$ cat config.mk
export PLATFORM = sky130hd
export DESIGN_NAME = hint_classifier
export DESIGN_NICKNAME = d
export VERILOG_FILES = /design/src/rtl/hint_pkg.sv /design/src/rtl/hint_alu_class.sv /design/src/rtl/hint_fence_class.sv /design/src/rtl/hint_shamt_guard.sv /design/src/rtl/hint_classifier.sv
export SDC_FILE = /design/constraint.sdc
export NUM_CORES = 1
export LEC_CHECK = 0
export ABC_AREA = 1
export BUFFER_PORTS_ARGS = -buffer_cell sky130_fd_sc_hd__buf_2
export CORE_MARGIN = 2
export CORE_UTILIZATION = 45
export DETAILED_ROUTE_END_ITERATION = 8
export PLACE_DENSITY = 0.87
export SKIP_LAST_GASP = 1
export SLEW_MARGIN = 20
export SYNTH_ARGS = -nofsm -noshare
export SYNTH_HDL_FRONTEND = slang
export SYNTH_SLANG_ARGS = --single-unit
$ cat constraint.sdc
create_clock -name vclk -period 1.38
set_input_delay 0.207 -clock vclk [all_inputs]
set_output_delay 0.207 -clock vclk [all_outputs]
set_load 0.01 [all_outputs]
$ cat src/rtl/hint_pkg.sv
package hint_pkg;

  typedef enum logic [2:0] {
    HC_NONE   = 3'd0,
    HC_RSVD   = 3'd1,
    HC_CUSTOM = 3'd2,
    HC_NTL    = 3'd3,
    HC_PAUSE  = 3'd4
  } hint_class_e;

  localparam logic [6:0] OPC_OP_IMM   = 7'b0010011;
  localparam logic [6:0] OPC_OP_IMM32 = 7'b0011011;
  localparam logic [6:0] OPC_OP       = 7'b0110011;
  localparam logic [6:0] OPC_OP32     = 7'b0111011;
  localparam logic [6:0] OPC_LUI      = 7'b0110111;
  localparam logic [6:0] OPC_AUIPC    = 7'b0010111;
  localparam logic [6:0] OPC_MISC_MEM = 7'b0001111;

  localparam logic [6:0] F7_BASE = 7'b0000000;
  localparam logic [6:0] F7_ALT  = 7'b0100000;
  localparam logic [5:0] F6_BASE = 6'b000000;
  localparam logic [5:0] F6_ALT  = 6'b010000;

  typedef struct packed {
    logic [6:0] f7;
    logic [4:0] rs2;
    logic [4:0] rs1;
    logic [2:0] f3;
    logic [4:0] rd;
    logic [6:0] opc;
  } rword_t;

  typedef struct packed {
    logic [3:0] fm;
    logic [3:0] pred;
    logic [3:0] succ;
  } fence_ord_t;

  function automatic fence_ord_t fence_fields(input rword_t w);
    fence_ord_t f;
    f = fence_ord_t'({w.f7, w.rs2});
    return f;
  endfunction

  function automatic logic [11:0] imm_field(input rword_t w);
    return {w.f7, w.rs2};
  endfunction

  // Shift upper bits legal for a right-shift immediate: logical or arithmetic.
  function automatic logic right_shift_f6_ok(input logic [5:0] f6);
    return (f6 == F6_BASE) || (f6 == F6_ALT);
  endfunction

endpackage

$ cat src/rtl/hint_alu_class.sv
module hint_alu_class
  import hint_pkg::*;
#(
  parameter int NTL_BASE  = 2,
  parameter int NTL_COUNT = 4,
  localparam int SEL_W    = (NTL_COUNT > 1) ? $clog2(NTL_COUNT) : 1
) (
  input  rword_t              w_i,
  output hint_class_e         cls_o,
  output logic [SEL_W-1:0]    ntl_sel_o,
  output logic                ntl_hit_o
);

  localparam logic [4:0] NTL_LO = 5'(NTL_BASE);
  localparam logic [4:0] NTL_HI = 5'(NTL_BASE + NTL_COUNT - 1);

  logic        rd_zero;
  logic        rs1_zero;
  logic        ntl_window;
  logic        f7_base;
  logic        f7_alt;
  hint_class_e raw_cls;
  hint_class_e add_cls;

  assign rd_zero    = (w_i.rd == 5'd0);
  assign rs1_zero   = (w_i.rs1 == 5'd0);
  assign ntl_window = (w_i.rs2 >= NTL_LO) && (w_i.rs2 <= NTL_HI);
  assign f7_base    = (w_i.f7 == F7_BASE);
  assign f7_alt     = (w_i.f7 == F7_ALT);

  // Register add with x0 destination: non-temporal window or reserved.
  always_comb begin
    if (rs1_zero && ntl_window) add_cls = HC_NTL;
    else                        add_cls = HC_RSVD;
  end

  always_comb begin
    raw_cls = HC_NONE;
    unique case (w_i.opc)
      OPC_LUI, OPC_AUIPC: raw_cls = HC_RSVD;
      OPC_OP_IMM: begin
        unique case (w_i.f3)
          3'b000: raw_cls = (!rs1_zero || imm_field(w_i) != 12'd0) ? HC_RSVD : HC_NONE;
          3'b010, 3'b011: raw_cls = HC_CUSTOM;
          3'b100, 3'b110, 3'b111: raw_cls = HC_RSVD;
          3'b001: raw_cls = (w_i.f7[6:1] == F6_BASE) ? HC_CUSTOM : HC_NONE;
          3'b101: raw_cls = right_shift_f6_ok(w_i.f7[6:1]) ? HC_CUSTOM : HC_NONE;
          default: raw_cls = HC_NONE;
        endcase
      end
      OPC_OP_IMM32: begin
        unique case (w_i.f3)
          3'b000: raw_cls = HC_RSVD;
          3'b001: raw_cls = f7_base ? HC_CUSTOM : HC_NONE;
          3'b101: raw_cls = (f7_base || f7_alt) ? HC_CUSTOM : HC_NONE;
          default: raw_cls = HC_NONE;
        endcase
      end
      OPC_OP: begin
        if (f7_base) begin
          unique case (w_i.f3)
            3'b000: raw_cls = add_cls;
            3'b010, 3'b011: raw_cls = HC_CUSTOM;
            default: raw_cls = HC_RSVD;
          endcase
        end else if (f7_alt && (w_i.f3 == 3'b000 || w_i.f3 == 3'b101)) begin
          raw_cls = HC_RSVD;
        end
      end
      OPC_OP32: begin
        if (f7_base && (w_i.f3 == 3'b000 || w_i.f3 == 3'b001 || w_i.f3 == 3'b101))
          raw_cls = HC_RSVD;
        else if (f7_alt && (w_i.f3 == 3'b000 || w_i.f3 == 3'b101))
          raw_cls = HC_RSVD;
      end
      default: raw_cls = HC_NONE;
    endcase
  end

  assign cls_o     = rd_zero ? raw_cls : HC_NONE;
  assign ntl_hit_o = (cls_o == HC_NTL);
  assign ntl_sel_o = ntl_hit_o ? SEL_W'(w_i.rs2 - NTL_LO) : '0;

  always_comb begin
    // a non-temporal hit needs x0 destination, x0 source 1 and the add opcode
    p_ntl_operands_r4: assert (!ntl_hit_o ||
      (rd_zero && rs1_zero && w_i.opc == OPC_OP && w_i.f3 == 3'b000))
      else $error("non-temporal hit with wrong operands");
    // custom space always has a zero destination
    p_custom_rd0_r7: assert (cls_o != HC_CUSTOM || w_i.rd == 5'd0)
      else $error("custom class with nonzero destination");
  end

endmodule

$ cat src/rtl/hint_fence_class.sv
module hint_fence_class
  import hint_pkg::*;
(
  input  rword_t      w_i,
  output hint_class_e cls_o,
  output logic        pause_hit_o
);

  localparam logic [3:0] ORD_W_ONLY = 4'b0001;

  fence_ord_t ord;
  logic       is_fence;
  logic       one_side_empty;
  logic       rd_zero;
  logic       rs1_zero;
  logic       pause_pat;

  assign ord            = fence_fields(w_i);
  assign is_fence       = (w_i.opc == OPC_MISC_MEM) && (w_i.f3 == 3'b000) && (ord.fm == 4'd0);
  assign one_side_empty = (ord.pred == 4'd0) || (ord.succ == 4'd0);
  assign rd_zero        = (w_i.rd == 5'd0);
  assign rs1_zero       = (w_i.rs1 == 5'd0);
  assign pause_pat      = (ord.pred == ORD_W_ONLY) && (ord.succ == 4'd0);

  always_comb begin
    cls_o = HC_NONE;
    if (is_fence && one_side_empty) begin
      if (rd_zero && rs1_zero)      cls_o = pause_pat ? HC_PAUSE : HC_RSVD;
      else if (rd_zero ^ rs1_zero)  cls_o = HC_RSVD;
    end
  end

  assign pause_hit_o = (cls_o == HC_PAUSE);

  always_comb begin
    // pause only from the exact write-only predecessor, empty successor pattern
    p_pause_exact_r8: assert (!pause_hit_o ||
      (w_i[31:20] == 12'h010 && w_i[19:7] == 13'd0 && w_i.opc == OPC_MISC_MEM))
      else $error("pause raised for a non-pause word");
    // both registers nonzero never yields a fence hint
    p_fence_regs_r9: assert (cls_o == HC_NONE || rd_zero || rs1_zero)
      else $error("fence hint with both registers nonzero");
  end

endmodule

$ cat src/rtl/hint_shamt_guard.sv
module hint_shamt_guard
  import hint_pkg::*;
(
  input  rword_t w_i,
  output logic   rsvd_o
);

  logic shift_left;
  logic shift_right;
  logic upper_ok;

  assign shift_left  = (w_i.opc == OPC_OP_IMM32) && (w_i.f3 == 3'b001);
  assign shift_right = (w_i.opc == OPC_OP_IMM32) && (w_i.f3 == 3'b101);
  assign upper_ok    = (shift_left && w_i.f7[6:1] == F6_BASE) ||
                       (shift_right && right_shift_f6_ok(w_i.f7[6:1]));
  assign rsvd_o      = upper_ok && w_i.f7[0];

endmodule

$ cat src/rtl/hint_classifier.sv
module hint_classifier
  import hint_pkg::*;
#(
  parameter int NTL_BASE  = 2,
  parameter int NTL_COUNT = 4,
  localparam int SEL_W    = (NTL_COUNT > 1) ? $clog2(NTL_COUNT) : 1
) (
  input  logic [31:0]      instr_i,
  output logic [2:0]       hint_class_o,
  output logic [SEL_W-1:0] ntl_sel_o,
  output logic             rsvd_enc_o
);

  rword_t           word;
  hint_class_e      alu_cls;
  hint_class_e      fence_cls;
  hint_class_e      final_cls;
  logic [SEL_W-1:0] alu_sel;
  logic             ntl_hit;
  logic             pause_hit;
  logic             shamt_rsvd;

  assign word = rword_t'(instr_i);

  hint_alu_class #(
    .NTL_BASE  (NTL_BASE),
    .NTL_COUNT (NTL_COUNT)
  ) u_alu (
    .w_i       (word),
    .cls_o     (alu_cls),
    .ntl_sel_o (alu_sel),
    .ntl_hit_o (ntl_hit)
  );

  hint_fence_class u_fence (
    .w_i         (word),
    .cls_o       (fence_cls),
    .pause_hit_o (pause_hit)
  );

  hint_shamt_guard u_shamt (
    .w_i    (word),
    .rsvd_o (shamt_rsvd)
  );

  assign final_cls    = (fence_cls != HC_NONE) ? fence_cls : alu_cls;
  assign hint_class_o = final_cls;
  assign ntl_sel_o    = (final_cls == HC_NTL) ? alu_sel : '0;
  assign rsvd_enc_o   = shamt_rsvd;

  always_comb begin
    // the two classifiers cover disjoint opcodes
    p_one_source_r1: assert (alu_cls == HC_NONE || fence_cls == HC_NONE)
      else $error("two classifiers claimed one word");
    // a reserved shift encoding is never a hint
    p_rsvd_not_hint_r10: assert (!shamt_rsvd || final_cls == HC_NONE)
      else $error("reserved encoding also classed as hint");
    // level selector quiet outside the non-temporal class
    p_sel_quiet_r11: assert (final_cls == HC_NTL || ntl_sel_o == '0)
      else $error("level selector active outside non-temporal class");
    // pause class only through the fence path
    p_pause_path_r8: assert ((final_cls == HC_PAUSE) == pause_hit)
      else $error("pause class and fence pause disagree");
    // non-temporal class only through the add path
    p_ntl_path_r4: assert ((final_cls == HC_NTL) == ntl_hit)
      else $error("non-temporal class and add path disagree");
  end

endmodule

* Word-level counts from Yosys, hierarchy flattened
Index checks and enable logic that the tools add are counted.
** Word-level totals
- Word-level logic and storage cells :: 80
- Flip-flop bits (word level) :: 0
- Output and inout port bits :: 6
- Input bits :: 32
** Operators by class
- Add/subtract/negate cells :: 1
- Order comparisons :: 2
- Bitwise operators :: 1
- Reductions and logical operators :: 36
- Eq/ne operators :: 19
- Muxes and demuxes :: 21
** Operators with widths (count)
- $pmux 3 s5 :: 2
- $eq 7x6->1 const B :: 4
- $eq 7x5->1 const B :: 3
- $mux 3 :: 7
- $logic_and 1x1->1 :: 14
- $mux 2 :: 7
- $eq 3x2->1 const B :: 4
- $eq 3x3->1 const B :: 4
- $logic_not 4->1 :: 3
- $reduce_bool 12->1 :: 1
- $logic_not 5->1 :: 2
- $pmux 3 s3 :: 1
- $logic_or 1x1->1 :: 8
- $eq 7x4->1 const B :: 1
- $logic_not 7->1 :: 1
- $eq 6x5->1 const B :: 1
- $logic_not 6->1 :: 1
- $ge 5x2->1 const B :: 1
- $le 5x3->1 const B :: 1
- $eq 4x1->1 const B :: 1
- $pmux 2 s2 :: 1
- $reduce_or 2->1 :: 2
- $eq 3x1->1 const B :: 1
- $logic_not 3->1 :: 1
- other kinds (6) :: 8

* Logic depth before layout (Yosys ltp)
Gate-level depths: netlist of run 1.
- Depth after elaboration :: 11
- Depth in mapped cells :: 9
- Gate-level depth less buffers :: 9

* Hierarchy
Synthesis of run 1 repeated with hierarchy kept, for this count alone.
** Unflattened totals
- Cells, all modules :: 182
- Area, all modules :: 824.5 um^2
** Modules (own cells, without submodules)
- hint_alu_class :: cells each 106, seq. area each 0.0 um^2, area each 475.5 um^2, times used 1
- hint_fence_class :: cells each 39, seq. area each 0.0 um^2, area each 186.4 um^2, times used 1
- hint_shamt_guard :: cells each 22, seq. area each 0.0 um^2, area each 86.3 um^2, times used 1
- hint_classifier :: cells each 15, seq. area each 0.0 um^2, area each 76.3 um^2, times used 1

* Worst setup path after synthesis of run 1
Ideal clock, no wire load.
- Kind :: input to output
- Start :: input port instr_i[6]
- End :: output port ntl_sel_o[0]
- Buffers on the path :: 0
- Setup slack :: 176 ps
- Data required time :: 1173 ps
- Data arrival time :: 997 ps
- Stages on the path :: 9
- Cell sequence :: inv_1 -> nand2_2 -> nor2_2 -> nand2_1 -> nor2_1 -> o21ai_0 -> nand3_2 -> nand3_2 -> nor2_1
** Between the ends
- Word-level cells in the longest chain between the ends :: 9
- Elaborated cells between the ends (all ways) :: 20
- Classes of those cells :: eq/ne: 9; mux: 6; reduce/logical: 5
** Ends and longest elaborated chain
- start, declared :: line hint_classifier.sv:8 : input logic [31:0] instr_i,
- $eq 7x4->1 :: line hint_fence_class.sv:19 : assign is_fence = (w_i.opc == OPC_MISC_MEM) && (w_i.f3 == 3'b000) && (ord.fm == 4'd0);
- $logic_and 1x1->1 (2 in series) :: line hint_fence_class.sv:19
- $logic_and 1x1->1 :: line hint_fence_class.sv:27 : if (is_fence && one_side_empty) begin
- $mux 3 :: line hint_fence_class.sv:27
- $reduce_bool 3->1 :: line hint_classifier.sv:46 : assign final_cls = (fence_cls != HC_NONE) ? fence_cls : alu_cls;
- $mux 3 :: line hint_classifier.sv:46
- $eq 3x2->1 :: line hint_classifier.sv:48 : assign ntl_sel_o = (final_cls == HC_NTL) ? alu_sel : '0;
- $mux 2 (*) :: line hint_classifier.sv:48
- end, declared :: line hint_classifier.sv:10 : output logic [SEL_W-1:0] ntl_sel_o,
Every way passes the cells marked *; elsewhere a longest branch is shown, timed or not.

* Worst setup path in the final report of run 1
- Start :: input port instr_i[5]
- End :: output port ntl_sel_o[0]
The elaborated chain is that of the path after synthesis.

==> results of run 1 <==
[cell usage in the layout (no fill, tap or decap), types with 10 or more instances in the layout]
cell	Yosys	final
inv_2	3	10
nand2_1	31	24
nand2_2	5	11
buf_6	0	13
nor2_1	26	14
buf_2	0	24
buf_4	0	13
inv_1	21	13
[Yosys cell counts]
master / count / area, sq um
a211oi_2: 1 / 12.5
a21oi_1: 1 / 5.00
and2_2: 1 / 7.51
and3_1: 1 / 6.26
ha_1: 1 / 12.5
inv_1: 21 / 78.8
inv_2: 3 / 11.3
nand2_1: 31 / 116
nand2_2: 5 / 31.3
nand3_1: 10 / 50.1
nand3_2: 3 / 30.0
nand3b_1: 3 / 22.5
nand4_1: 1 / 6.26
nand4_2: 1 / 12.5
nor2_1: 26 / 97.6
nor2_2: 4 / 25.0
nor2_4: 2 / 22.5
nor3_1: 5 / 25.0
o211ai_1: 1 / 7.51
o21ai_0: 1 / 5.00
[cells by family (layout without fill, tap and decap cells)]
group | after synthesis | count (layout)
and+or+nand+nor | 93 | 93
AOI/OAI and AO/OA | 4 | 4
buffers and inverters | 24 | 74
adders and majority gates | 1 | 1
[through the flow]
step	instance area (sq um)	std cells
detailed placement	838	180
global route	1130	186
floorplan	586	122
global placement	838	180
finish	1130	186
CTS	1040	185
[worst max path at each step]
stage,end,slack [ns]
finish,ntl_sel_o[0],-0.29
global route,ntl_sel_o[0],-0.33
CTS,hint_class_o[0],-0.07
detailed placement,hint_class_o[0],-0.15
global placement,ntl_sel_o[0],-0.07
floorplan,ntl_sel_o[0],0.18
[repair_timing]
action                                  4_1_cts  5_1_grt
endpoints found under the setup margin        5        5
gates resized for setup                      46       24
buffers inserted                              5        1
pin swaps                                    21        5
hold buffers                                  0        0
[where the power goes]
part           internal (mW)  switching, mW
sequential                 0              0
clock                      0              0
combinational          0.110          0.139
total                  0.110          0.139
[layout make-up]
cell class         count  area, sq um
fillers               15         22.5
inverters             24         92.6
multi-input cells     98          659
well taps             14         17.5
repair buffers        50          364
[per-layer routing]
layer / share of wire / global-route usage / up-vias / wire [um]
li1: - / - / 478 / -
met1: 0.29 / 0.331 / 494 / 1030
met2: 0.48 / 0.673 / 139 / 1670
met3: 0.11 / 0.0611 / 57 / 400
met4: 0.12 / 0.198 / 0 / 408
met5: 0 / 0 / - / 0
[worst max-delay path, cell delays in order]
cell and delay, ns:
buf_2 0.14, inv_1 0.09, nor2_1 0.19, nand2_2 0.09
a21oi_1 0.13, nand2_1 0.08, nand4_2 0.10, nand3_2 0.11
nor2_1 0.17, buf_2 0.16
==> results_dict.tcl, run 1 <==
set metrics [dict create \
    status "finished, violations left" \
    violations "setup timing" \
    grtUsageTotal 0.346 \
    synthSimpleGateAreaFrac 0.774 \
    fp.dieW_um 40.1 \
    min_from "instr_i[21]" \
    wl_um 3510 \
    synthMuxAreaShare 0 \
    place_congestion 0.858 \
    wl_per_cell_um 18.9 \
    min_period_over_period 1.21 \
    drive_gt1_frac 0.628 \
    rsz0062_at_grt "yes" \
    crit_type "input pin to output port" \
    fin_nets 207 \
    rows 12 \
    max_slew.worst_pin.slew_ns 0.313 \
    synth_area_sq_um 586 \
    min_to "ntl_sel_o[1]" \
    ys_seq_area_frac 0 \
    areaGrowthSynthToFinish_pct 93.6 \
    min_path_cells 3 \
    endpoint_kind "output port" \
    grt_overflow 0 \
    power_density_nw_per_um2 220 \
    hold_ws_ns 0.721 \
    synth_top_family_by_area "simple AND/OR/NAND/NOR gates" \
    io_buffer_count 38 \
    fin_util 0.981 \
    grt_pass1_vias 957 \
    setup_viol 5 \
    crit_arrival_ns 1.47 \
    synth_xor_area_frac 0 \
    max_slew_margin 0.790 \
    required_ns 1.17 \
    synth_compound_gate_area_share 0.0513 \
    diodes 0 \
    drv_slew 0 \
    syn_nets 155 \
    coreArea_sq_um 1160 \
    drv_cap 0 \
    initial_core_util 0.506 \
    fin_crit_ns 1.67 \
    p_leak_nw 0.583 \
    synth_cells 122 \
    pin_count 38 \
    chipHeight_um 40.1 \
    vias_per_cell 6.28 \
    worst_setup_path_start_kind "input pin" \
    timing.fmax_mhz 597 \
    crit_fanout 3 \
    fin_ws_ns -0.295 \
    synth_warnings 0 \
    peakVddDrop_uv 172 \
    seq_cells 0 \
    cp-startpoint "instr_i[5]" \
    dp_hpwl_um 1540 \
    hold_path.class "input pin to output port" \
    layout.area.seq_sq_um 0 \
    grt_antenna_before_repair 0 \
    fin_tns_setup_ns -0.949 \
    drc 0 \
    power_mw 0.250 \
    firstDrtPassIters 6 \
    place_ws_ns -0.153 \
    synth_area_per_cell_sq_um 4.80 \
    vias 1168 \
    grt_max_degree 7 \
    drt_iter0_markers 76 \
    synthAdderAreaFrac 0.0214 \
    clock_buffers 0 \
    drtAntennaViolNets 0 \
    hold_viol 0 \
    synth_cell_type_count 20 \
    grt_pass1_wl_um 3780 \
    dieArea_sq_um 1610 \
]
(Power assumes the default switching activity.)
==> run 2: changes to the inputs <==
CORE_MARGIN = default   (was 2)
==> run 2 against run 1 <==
The flow still finishes with violations (setup timing). First-iteration DRC count rose by 53%. Count of clock-buffer cells in the layout did not move. Routed wire length rose by 11%. Highest routed layer unchanged. Critical path type unchanged. Maximum frequency down 9.2%.
==> results_dict.tcl, run 2 (synthesis gave the netlist of run 1 again) <==
set metrics [dict create \
    seq_cells 0 \
    grt_overflow 0 \
    crit_fanout 4 \
    drv_slew 0 \
    drc 0 \
    grtUsageTotal 0.469 \
    io_buffer_count 38 \
    fin_nets 207 \
    hold_ws_ns 0.740 \
    coreArea_sq_um 1160 \
    hold_viol 0 \
    p_leak_nw 0.581 \
    fin_util 0.969 \
    endpoint_kind "output port" \
    timing.fmax_mhz 542 \
    drtAntennaViolNets 0 \
    clock_buffers 0 \
    status "finished, violations left" \
    crit_arrival_ns 1.64 \
    max_slew.worst_pin.slew_ns 0.283 \
    hold_path.class "input pin to output port" \
    worst_setup_path_start_kind "input pin" \
    min_path_cells 3 \
    chipHeight_um 38.1 \
    wl_um 3890 \
    rows 12 \
    dieArea_sq_um 1450 \
    dp_hpwl_um 1580 \
    grt_pass1_vias 1076 \
    vias_per_cell 6.75 \
    most-common-layout-cells "24 x nand2_1, 24 x buf_2, 18 x nor2_1, 14 x buf_6, 13 x inv_1" \
    grt_max_degree 7 \
    diodes 0 \
    vias 1256 \
    cts-hold-fix-buffers 0 \
    grt_antenna_before_repair 0 \
    drv_cap 0 \
    setup_viol 5 \
    max_slew_margin 0.810 \
    fin_ws_ns -0.465 \
    fin_crit_ns 1.85 \
    layout.area.seq_sq_um 0 \
    place_congestion 0.849 \
    fill_cells 22 \
    violations "setup timing" \
    wl_per_cell_um 20.9 \
    rsz0062_at_grt "yes" \
    drt_iter0_markers 116 \
    firstDrtPassIters 6 \
    multi_input_area_sq_um 629 \
    power_density_nw_per_um2 225 \
    peakVddDrop_uv 159 \
    drive_gt1_frac 0.587 \
    crit_type "input pin to output port" \
    final_cells 186 \
    pin_count 38 \
    dp_cells 181 \
    min_period_over_period 1.34 \
    areaGrowthSynthToFinish_pct 91.2 \
    grt_pass1_wl_um 4680 \
    fp.dieW_um 38.1 \
    initial_core_util 0.506 \
    required_ns 1.17 \
]
run 2: cell counts in the layout (fill, tap and decap cells not counted):
No cell type changed its count.
run 2: critical path, cell delays in order:
cell and delay, ns:
buf_2 0.14, nor2_1 0.15, nand2_2 0.09, nor2_1 0.11, nand2_1 0.13, nand2_1 0.10
nand2_1 0.09, nand4_2 0.10, nand3_2 0.09, nor2_1 0.24, buf_2 0.19
run 2: power breakdown:
part	internal (mW)	switching (mW)
Sequential	0	0
Clock	0	0
Combinational	0.110	0.142
Total	0.110	0.142
run 2: final timing paths:
check | startpoint | to | slack (ns)
worst max-delay path | instr_i[25] | ntl_sel_o[0] | -0.47
worst min-delay path | instr_i[21] | ntl_sel_o[1] | 0.74
run 2: per-layer routing:
| layer | global-route usage | vias to the layer above | routed length [um] | part of all wire |
|---|---|---|---|---|
| li1 | - | 485 | - | - |
| met1 | 0.413 | 530 | 1200 | 0.31 |
| met2 | 0.797 | 170 | 1580 | 0.41 |
| met3 | 0.128 | 71 | 518 | 0.13 |
| met4 | 0.527 | 0 | 583 | 0.15 |
| met5 | 0 | - | 0 | 0 |
run 2: layout make-up:
cell class                      instances  share of cell area
Tap cell                               14              0.0156
Inverter                               24              0.0872
Multi-Input combinational cell         98               0.562
Timing Repair Buffer                   50               0.335
run 2: repair_timing:
item	CTS	global route
pin swaps	12	8
resized for setup	54	13
cloned	0	0
endpoints found under the setup margin	5	5
buffers inserted	4	1
run 2: through the flow:
step           setup slack (ns)  area, sq um  power [mW]  setup TNS (ns)
2_1_floorplan             0.176          586      0.0647               0
3_3_place_gp            -0.0695          846       0.143          -0.194
3_5_place_dp             -0.194          846       0.149          -0.691
4_1_cts                 -0.0872         1060       0.202          -0.254
5_1_grt                  -0.499         1120       0.261           -1.74
6_report                 -0.465         1120       0.252           -1.45
